`src/rtl/cmdx_pkg.sv`:
```
package cmdx_pkg;

  typedef enum logic [2:0] {
    OP_NOP         = 3'd0,
    OP_ARM         = 3'd1,
    OP_CPU_HOLD    = 3'd2,
    OP_CPU_RELEASE = 3'd3,
    OP_FLAG_SET    = 3'd4,
    OP_FLAG_CLR    = 3'd5,
    OP_LINK_RST    = 3'd6,
    OP_ALL_RST     = 3'd7
  } cmd_op_e;

  localparam int unsigned OP_W = 3;

  function automatic logic op_is_critical(input cmd_op_e op);
    return (op == OP_CPU_HOLD) || (op == OP_LINK_RST) || (op == OP_ALL_RST);
  endfunction

endpackage

```
`src/rtl/cmdx_prio_arb.sv`:
```
module cmdx_prio_arb #(
  parameter int unsigned N    = 3,
  parameter int unsigned IDXW = (N > 1) ? $clog2(N) : 1
) (
  input  logic [N-1:0]    req_i,
  output logic [N-1:0]    gnt_o,
  output logic            any_o,
  output logic [IDXW-1:0] idx_o
);

  for (genvar g = 0; g < N; g++) begin : g_gnt
    if (g == 0) begin : g_first
      assign gnt_o[g] = req_i[g];
    end else begin : g_rest
      assign gnt_o[g] = req_i[g] & ~(|req_i[g-1:0]);
    end
  end

  assign any_o = |req_i;

  always_comb begin
    idx_o = '0;
    for (int i = N - 1; i >= 0; i--) begin
      if (req_i[i]) idx_o = IDXW'(i);
    end
  end

  // a grant only ever goes to a requester, and to at most one
  always_comb begin
    a_r2_single_grant : assert ($onehot0(gnt_o));
    a_r2_grant_needs_req : assert ((gnt_o & ~req_i) == '0);
  end

endmodule

```
`src/rtl/cmdx_arm_guard.sv`:
```
module cmdx_arm_guard
  import cmdx_pkg::*;
(
  input  logic    clk_i,
  input  logic    rst_ni,
  input  logic    fire_i,
  input  cmd_op_e op_i,
  input  logic    link_ok_i,
  output logic    armed_o,
  output logic    exec_o,
  output logic    refuse_o
);

  logic armed_q;
  logic crit;
  logic bad_arg;

  assign crit     = op_is_critical(op_i);
  assign bad_arg  = (op_i == OP_LINK_RST) && !link_ok_i;
  assign refuse_o = fire_i && ((crit && !armed_q) || bad_arg);
  assign exec_o   = fire_i && !refuse_o;

  always_ff @(posedge clk_i or negedge rst_ni) begin
    if (!rst_ni) begin
      armed_q <= 1'b0;
    end else if (exec_o && op_i == OP_ARM) begin
      armed_q <= 1'b1;
    end else if (exec_o && crit) begin
      armed_q <= 1'b0;
    end
  end

  assign armed_o = armed_q;

  // a critical command that ran leaves the block disarmed
  a_r8_disarm_after_use : assert property (@(posedge clk_i) disable iff (!rst_ni)
    (fire_i && crit && !refuse_o) |=> !armed_q);

  // an arm request always arms
  a_r3_arm_sets : assert property (@(posedge clk_i) disable iff (!rst_ni)
    (fire_i && op_i == OP_ARM) |=> armed_q);

  // a refusal never changes the arm state
  a_r9_refuse_keeps_arm : assert property (@(posedge clk_i) disable iff (!rst_ni)
    refuse_o |=> (armed_q == $past(armed_q)));

endmodule

```
`src/rtl/cmdx_action.sv`:
```
module cmdx_action
  import cmdx_pkg::*;
#(
  parameter int unsigned NUM_FLAGS = 4,
  parameter int unsigned NUM_LINKS = 3,
  parameter int unsigned ARG_W     = 2,
  parameter int unsigned CH_W      = 2
) (
  input  logic                 clk_i,
  input  logic                 rst_ni,
  input  logic                 exec_i,
  input  logic                 refuse_i,
  input  cmd_op_e              op_i,
  input  logic [ARG_W-1:0]     arg_i,
  input  logic [CH_W-1:0]      ch_i,
  output logic                 cpu_rst_o,
  output logic [NUM_FLAGS-1:0] flag_o,
  output logic [NUM_LINKS-1:0] link_rst_o,
  output logic                 reject_o,
  output logic [CH_W-1:0]      reject_ch_o
);

  always_ff @(posedge clk_i or negedge rst_ni) begin
    if (!rst_ni) begin
      cpu_rst_o <= 1'b0;
    end else if (exec_i && op_i == OP_CPU_HOLD) begin
      cpu_rst_o <= 1'b1;
    end else if (exec_i && op_i == OP_CPU_RELEASE) begin
      cpu_rst_o <= 1'b0;
    end
  end

  for (genvar f = 0; f < NUM_FLAGS; f++) begin : g_flag
    logic hit;
    assign hit = exec_i && (arg_i == ARG_W'(f));
    always_ff @(posedge clk_i or negedge rst_ni) begin
      if (!rst_ni) begin
        flag_o[f] <= 1'b0;
      end else if (hit && op_i == OP_FLAG_SET) begin
        flag_o[f] <= 1'b1;
      end else if (hit && op_i == OP_FLAG_CLR) begin
        flag_o[f] <= 1'b0;
      end
    end
  end

  for (genvar l = 0; l < NUM_LINKS; l++) begin : g_link
    logic one;
    assign one = (op_i == OP_LINK_RST) && (arg_i == ARG_W'(l));
    always_ff @(posedge clk_i or negedge rst_ni) begin
      if (!rst_ni) begin
        link_rst_o[l] <= 1'b0;
      end else begin
        link_rst_o[l] <= exec_i && (one || op_i == OP_ALL_RST);
      end
    end
  end

  always_ff @(posedge clk_i or negedge rst_ni) begin
    if (!rst_ni) begin
      reject_o    <= 1'b0;
      reject_ch_o <= '0;
    end else begin
      reject_o <= refuse_i;
      if (refuse_i) reject_ch_o <= ch_i;
    end
  end

  // a refusal leaves the CPU reset and the flags untouched
  a_r9_refuse_no_level_change : assert property (@(posedge clk_i) disable iff (!rst_ni)
    refuse_i |=> ($stable(cpu_rst_o) && $stable(flag_o) && link_rst_o == '0));

endmodule

```
`src/rtl/ctl_cmd_exec.sv`:
```
module ctl_cmd_exec
  import cmdx_pkg::*;
#(
  parameter int unsigned NUM_CH    = 3,
  parameter int unsigned NUM_FLAGS = 4,
  parameter int unsigned NUM_LINKS = 3,
  parameter int unsigned ARG_W     = 2,
  parameter int unsigned CH_W      = (NUM_CH > 1) ? $clog2(NUM_CH) : 1
) (
  input  logic                      clk_i,
  input  logic                      rst_ni,
  input  logic [NUM_CH-1:0]         req_valid_i,
  output logic [NUM_CH-1:0]         req_ready_o,
  input  logic [NUM_CH*OP_W-1:0]    req_op_i,
  input  logic [NUM_CH*ARG_W-1:0]   req_arg_i,
  output logic                      cpu_rst_o,
  output logic [NUM_FLAGS-1:0]      flag_o,
  output logic [NUM_LINKS-1:0]      link_rst_o,
  output logic                      armed_o,
  output logic                      reject_o,
  output logic [CH_W-1:0]           reject_ch_o
);

  localparam logic [ARG_W:0] LINK_LIM = (ARG_W + 1)'(NUM_LINKS);

  logic [NUM_CH-1:0] gnt;
  logic              any_req;
  logic [CH_W-1:0]   sel_ch;
  logic [OP_W-1:0]   sel_op_raw;
  logic [ARG_W-1:0]  sel_arg;
  cmd_op_e           sel_op;
  logic              link_ok;
  logic              exec;
  logic              refuse;

  cmdx_prio_arb #(.N(NUM_CH), .IDXW(CH_W)) i_arb (
    .req_i (req_valid_i),
    .gnt_o (gnt),
    .any_o (any_req),
    .idx_o (sel_ch)
  );

  assign req_ready_o = gnt;

  always_comb begin
    sel_op_raw = '0;
    sel_arg    = '0;
    for (int i = 0; i < NUM_CH; i++) begin
      if (gnt[i]) begin
        sel_op_raw = req_op_i[i*OP_W +: OP_W];
        sel_arg    = req_arg_i[i*ARG_W +: ARG_W];
      end
    end
  end

  assign sel_op  = cmd_op_e'(sel_op_raw);
  assign link_ok = {1'b0, sel_arg} < LINK_LIM;

  cmdx_arm_guard i_guard (
    .clk_i     (clk_i),
    .rst_ni    (rst_ni),
    .fire_i    (any_req),
    .op_i      (sel_op),
    .link_ok_i (link_ok),
    .armed_o   (armed_o),
    .exec_o    (exec),
    .refuse_o  (refuse)
  );

  cmdx_action #(
    .NUM_FLAGS (NUM_FLAGS),
    .NUM_LINKS (NUM_LINKS),
    .ARG_W     (ARG_W),
    .CH_W      (CH_W)
  ) i_action (
    .clk_i       (clk_i),
    .rst_ni      (rst_ni),
    .exec_i      (exec),
    .refuse_i    (refuse),
    .op_i        (sel_op),
    .arg_i       (sel_arg),
    .ch_i        (sel_ch),
    .cpu_rst_o   (cpu_rst_o),
    .flag_o      (flag_o),
    .link_rst_o  (link_rst_o),
    .reject_o    (reject_o),
    .reject_ch_o (reject_ch_o)
  );

  // CPU reset only rises out of an armed state, which it consumes
  a_r4_hold_needs_arm : assert property (@(posedge clk_i) disable iff (!rst_ni)
    $rose(cpu_rst_o) |-> ($past(armed_o) && !armed_o));

  // any link pulse comes from an armed state and leaves it disarmed
  a_r6_pulse_needs_arm : assert property (@(posedge clk_i) disable iff (!rst_ni)
    (|link_rst_o) |-> ($past(armed_o) && !armed_o));

  // link pulses never last two cycles
  a_r6_single_cycle_pulse : assert property (@(posedge clk_i) disable iff (!rst_ni)
    (|link_rst_o) |=> (link_rst_o == '0));

  // a reject pulse and a link pulse never coincide
  a_r9_reject_no_pulse : assert property (@(posedge clk_i) disable iff (!rst_ni)
    reject_o |-> (link_rst_o == '0));

endmodule

```
`config.mk`:
```
export PLATFORM = sky130hd
export DESIGN_NAME = ctl_cmd_exec
export DESIGN_NICKNAME = d
export VERILOG_FILES = /design/src/rtl/cmdx_pkg.sv /design/src/rtl/cmdx_prio_arb.sv /design/src/rtl/cmdx_arm_guard.sv /design/src/rtl/cmdx_action.sv /design/src/rtl/ctl_cmd_exec.sv
export SDC_FILE = /design/constraint.sdc
export NUM_CORES = 1
export LEC_CHECK = 0
export ABC_AREA = 1
export BUFFER_PORTS_ARGS = -buffer_cell sky130_fd_sc_hd__buf_4
export CORE_UTILIZATION = 35
export CTS_BUF_LIST = sky130_fd_sc_hd__clkbuf_4 sky130_fd_sc_hd__clkbuf_8
export DETAILED_ROUTE_END_ITERATION = 7
export PLACE_DENSITY = 0.68
export SLEW_MARGIN = 20
export SYNTH_ARGS = -nofsm -noshare
export SYNTH_HDL_FRONTEND = slang
export SYNTH_HIERARCHICAL = 1
export SYNTH_SLANG_ARGS = --single-unit
export TNS_END_PERCENT = 1
```
`constraint.sdc`:
```
create_clock -name clk_i -period 1.25 [get_ports clk_i]
set_input_delay 0.0625 -clock clk_i [delete_from_list [all_inputs] [get_ports clk_i]]
set_output_delay 0.0625 -clock clk_i [all_outputs]
set_load 0.005 [all_outputs]
```
==> reports/metrics.cfg <==
[run_status]
outcome=finished with violations
violations=setup timing

[route]
ant_nets=0
vias_per_cell=4.55
drt_first_pass_iters=4
drc_errors=0
vias=883
drt_iter0_drc=11
avgRoutedWirePerCell_um=10.6
wl_um=2060

[floorplanning]
design.portCount=35
rows=16
die_w_um=48.7
initial_core_util_pct=38.1
dieArea_sq_um=2370
coreArea_sq_um=2000
die_h_um=48.7

[synth]
async_flop_share_pct=100
synthDistinctLibCells=16
synth-edff-count=0
yosysTopAreaCell=dfrtp_1
syn_inst=113
synth-seq-area-share_pct=39.3
synth.most_common_cell=nand2_1
yosys.area.top_type_share_pct=39.3
synthTopCellsByArea=dfrtp_1, nand2_1, nor2_1
synth_warnings=6
ys_ff_latch=12
ys.flop_type=dfrtp_1
netlist_area_sq_um=763
syn_nets=133
synth_commonest_cells=nand2_1, nor2_1, dfrtp_1, inv_1, a21oi_1
syn_avg_cell_area_sq_um=6.75

[global_routing]
first_global_vias=864
antenna_found_initial=0
gr-usage-all-layers_pct=19.0
grt_overflow_total=0
grt_pass1_wl_um=3460
grt_max_degree=13

[clock_network]
cts_tree=done
clkTransAtPathRegs_ns=0.07
cts.htree.levels=1
root_buffer=clkbuf_4
clock_latency_ns=0.27
max-clock-path-buffers=2
clock_sinks=12
cts_inserted_buffers=3

[sta]
fin_crit_sh_pct=116
fin_setup_tns_ns=-1.25
fin_ws_ns=-0.198
setup_viol=10
worstMarginPinSlew_ns=0.269
finalHoldViolations=0
fin_crit_ns=1.45
max_freq_mhz=691
rsz0062_at_grt=yes
skew_ns=0.00509
finalMaxSlewViolations=0
slew_headroom_pct=82.0

[power_and_ir_drop]
leakagePower_nw=0.726
peakVddDrop_mv=0.644
powerDensity_nw_per_um2=1220

[finish]
nNetsFinal=188
syn_to_final_growth_pct=80.5
fin_area_sq_um=1380
drive_gt1_share_pct=53.3
n_antenna_cell=0
fin_cells=194

[setup_path]
crit_slowest_cell=mux2_4
critPathMaxStageDelay_ns=0.32
r2r_slack_ns=0.03
r2r-end=i_action/flag_o[2]
start_kind=primary input
ff2ff_path_depth=9
r2r-start=i_guard/armed_o
crit_chain=buf_12 -> inv_16 -> nand2_4 -> nor2_4 -> inv_4 -> nand2_1 -> nor2_1 -> nor2_2 -> nand2_1 -> nor2_1 -> nand3_2 -> a21oi_4 -> mux2_4
cp_max_fo=7
critPathKind=in2reg
cp_data_arrival_time_ns=1.60
end_kind=register
cp.required_ns=1.40

[placed_design]
io_buffers=34
gp_congestion=0.819
dp_slack_ns=-0.570
dp.cells=182
dp_hpwl_um=1450
placed_area_sq_um=1200

[hold_path]
min_path_type=in2async

[run]
drv_cap=0

## critical path: cells and delay by family
kind / cells / cell delay [ns]
AO/OA/AOI/OAI: 1 / 0.23
AND/OR/NAND/NOR: 8 / 0.74
buffers and inverters: 3 / 0.24
multiplexers: 1 / 0.32
## cells in the final DEF, fill, tap and decap left out, drive strengths merged, types with 2 or more instances in the layout
master | netlist | final
dfrtp | 12 | 12
nand2 | 34 | 34
mux2 | 2 | 2
a21oi | 10 | 10
nand3 | 6 | 6
inv | 15 | 15
nor3 | 2 | 2
clkbuf | 0 | 4
nor2 | 25 | 26
nand4 | 3 | 3
buf | 3 | 51
## worst max-delay path by stage
stage | startpoint | depth (start not counted) | end
2_1_floorplan | req_valid_i[1] | 12 | i_action/reject_ch_o[0]
3_3_place_gp | req_valid_i[1] | 16 | i_action/flag_o[3]
3_5_place_dp | req_valid_i[1] | 12 | i_action/reject_ch_o[0]
4_1_cts | req_valid_i[0] | 17 | i_action/flag_o[2]
5_1_grt | req_valid_i[0] | 17 | i_action/flag_o[3]
6_report | req_valid_i[1] | 13 | i_action/reject_ch_o[0]
## routing by layer
layer  vias up  global-route usage (%)  share of wire (%)
met5         -                       0                  0
met4         0                    8.82               0.97
met3         2                   0.943                3.8
met2        33                    37.5                 55
met1       387                    20.2                 41
li1        461                       -                  -
## stage by stage
step,utilization (%),total power [mW],hold WS (ns)
finish,68.8,1.68,0.158
global route,68.8,1.80,0.165
CTS,68.4,1.69,0.158
detailed placement,60.2,1.31,-0.0908
global placement,60.2,1.29,-0.0928
floorplan,-,0.926,-0.233
## power breakdown
part,switching (mW),leakage (nW),internal (mW),total [mW]
sequential,0.0716,0.152,0.515,0.587
combinational,0.348,0.553,0.445,0.793
clock,0.123,0.0210,0.177,0.299
total,0.542,0.726,1.14,1.68
## flip-flops by register name, indices dropped and copies added (netlist names)
name,flops
i_guard/armed_o,1
i_action/reject_ch_o,2
i_action/link_rst_o,3
i_action/cpu_rst_o,1
i_action/reject_o,1
i_action/flag_o,4
## final cells by class
type	count	area [sq um]
fill	176	624
multi-input combinational	84	510
timing repair buffer	52	422
sequential	12	300
inverter	15	75.1
clock buffer	4	36.3
tap	27	33.8
## repair_timing
item	in CTS	in global routing
cloned	1	0
pin swaps	17	5
hold endpoints to repair	12	0
endpoints found under the setup margin	10	11
gates resized for setup	21	0
hold buffers	1	0
buffers inserted	5	1
## logic make-up (layout without fill, tap and decap cells)
group	count (synthesis)	in the layout	share of synthesized area, %
compound gates	11	11	7.54
buf+inv	18	71	10.8
flops	12	12	39.3
mux	2	2	2.95
simple gates	70	71	39.3
Note: power is estimated with default switching activity, not from simulation.
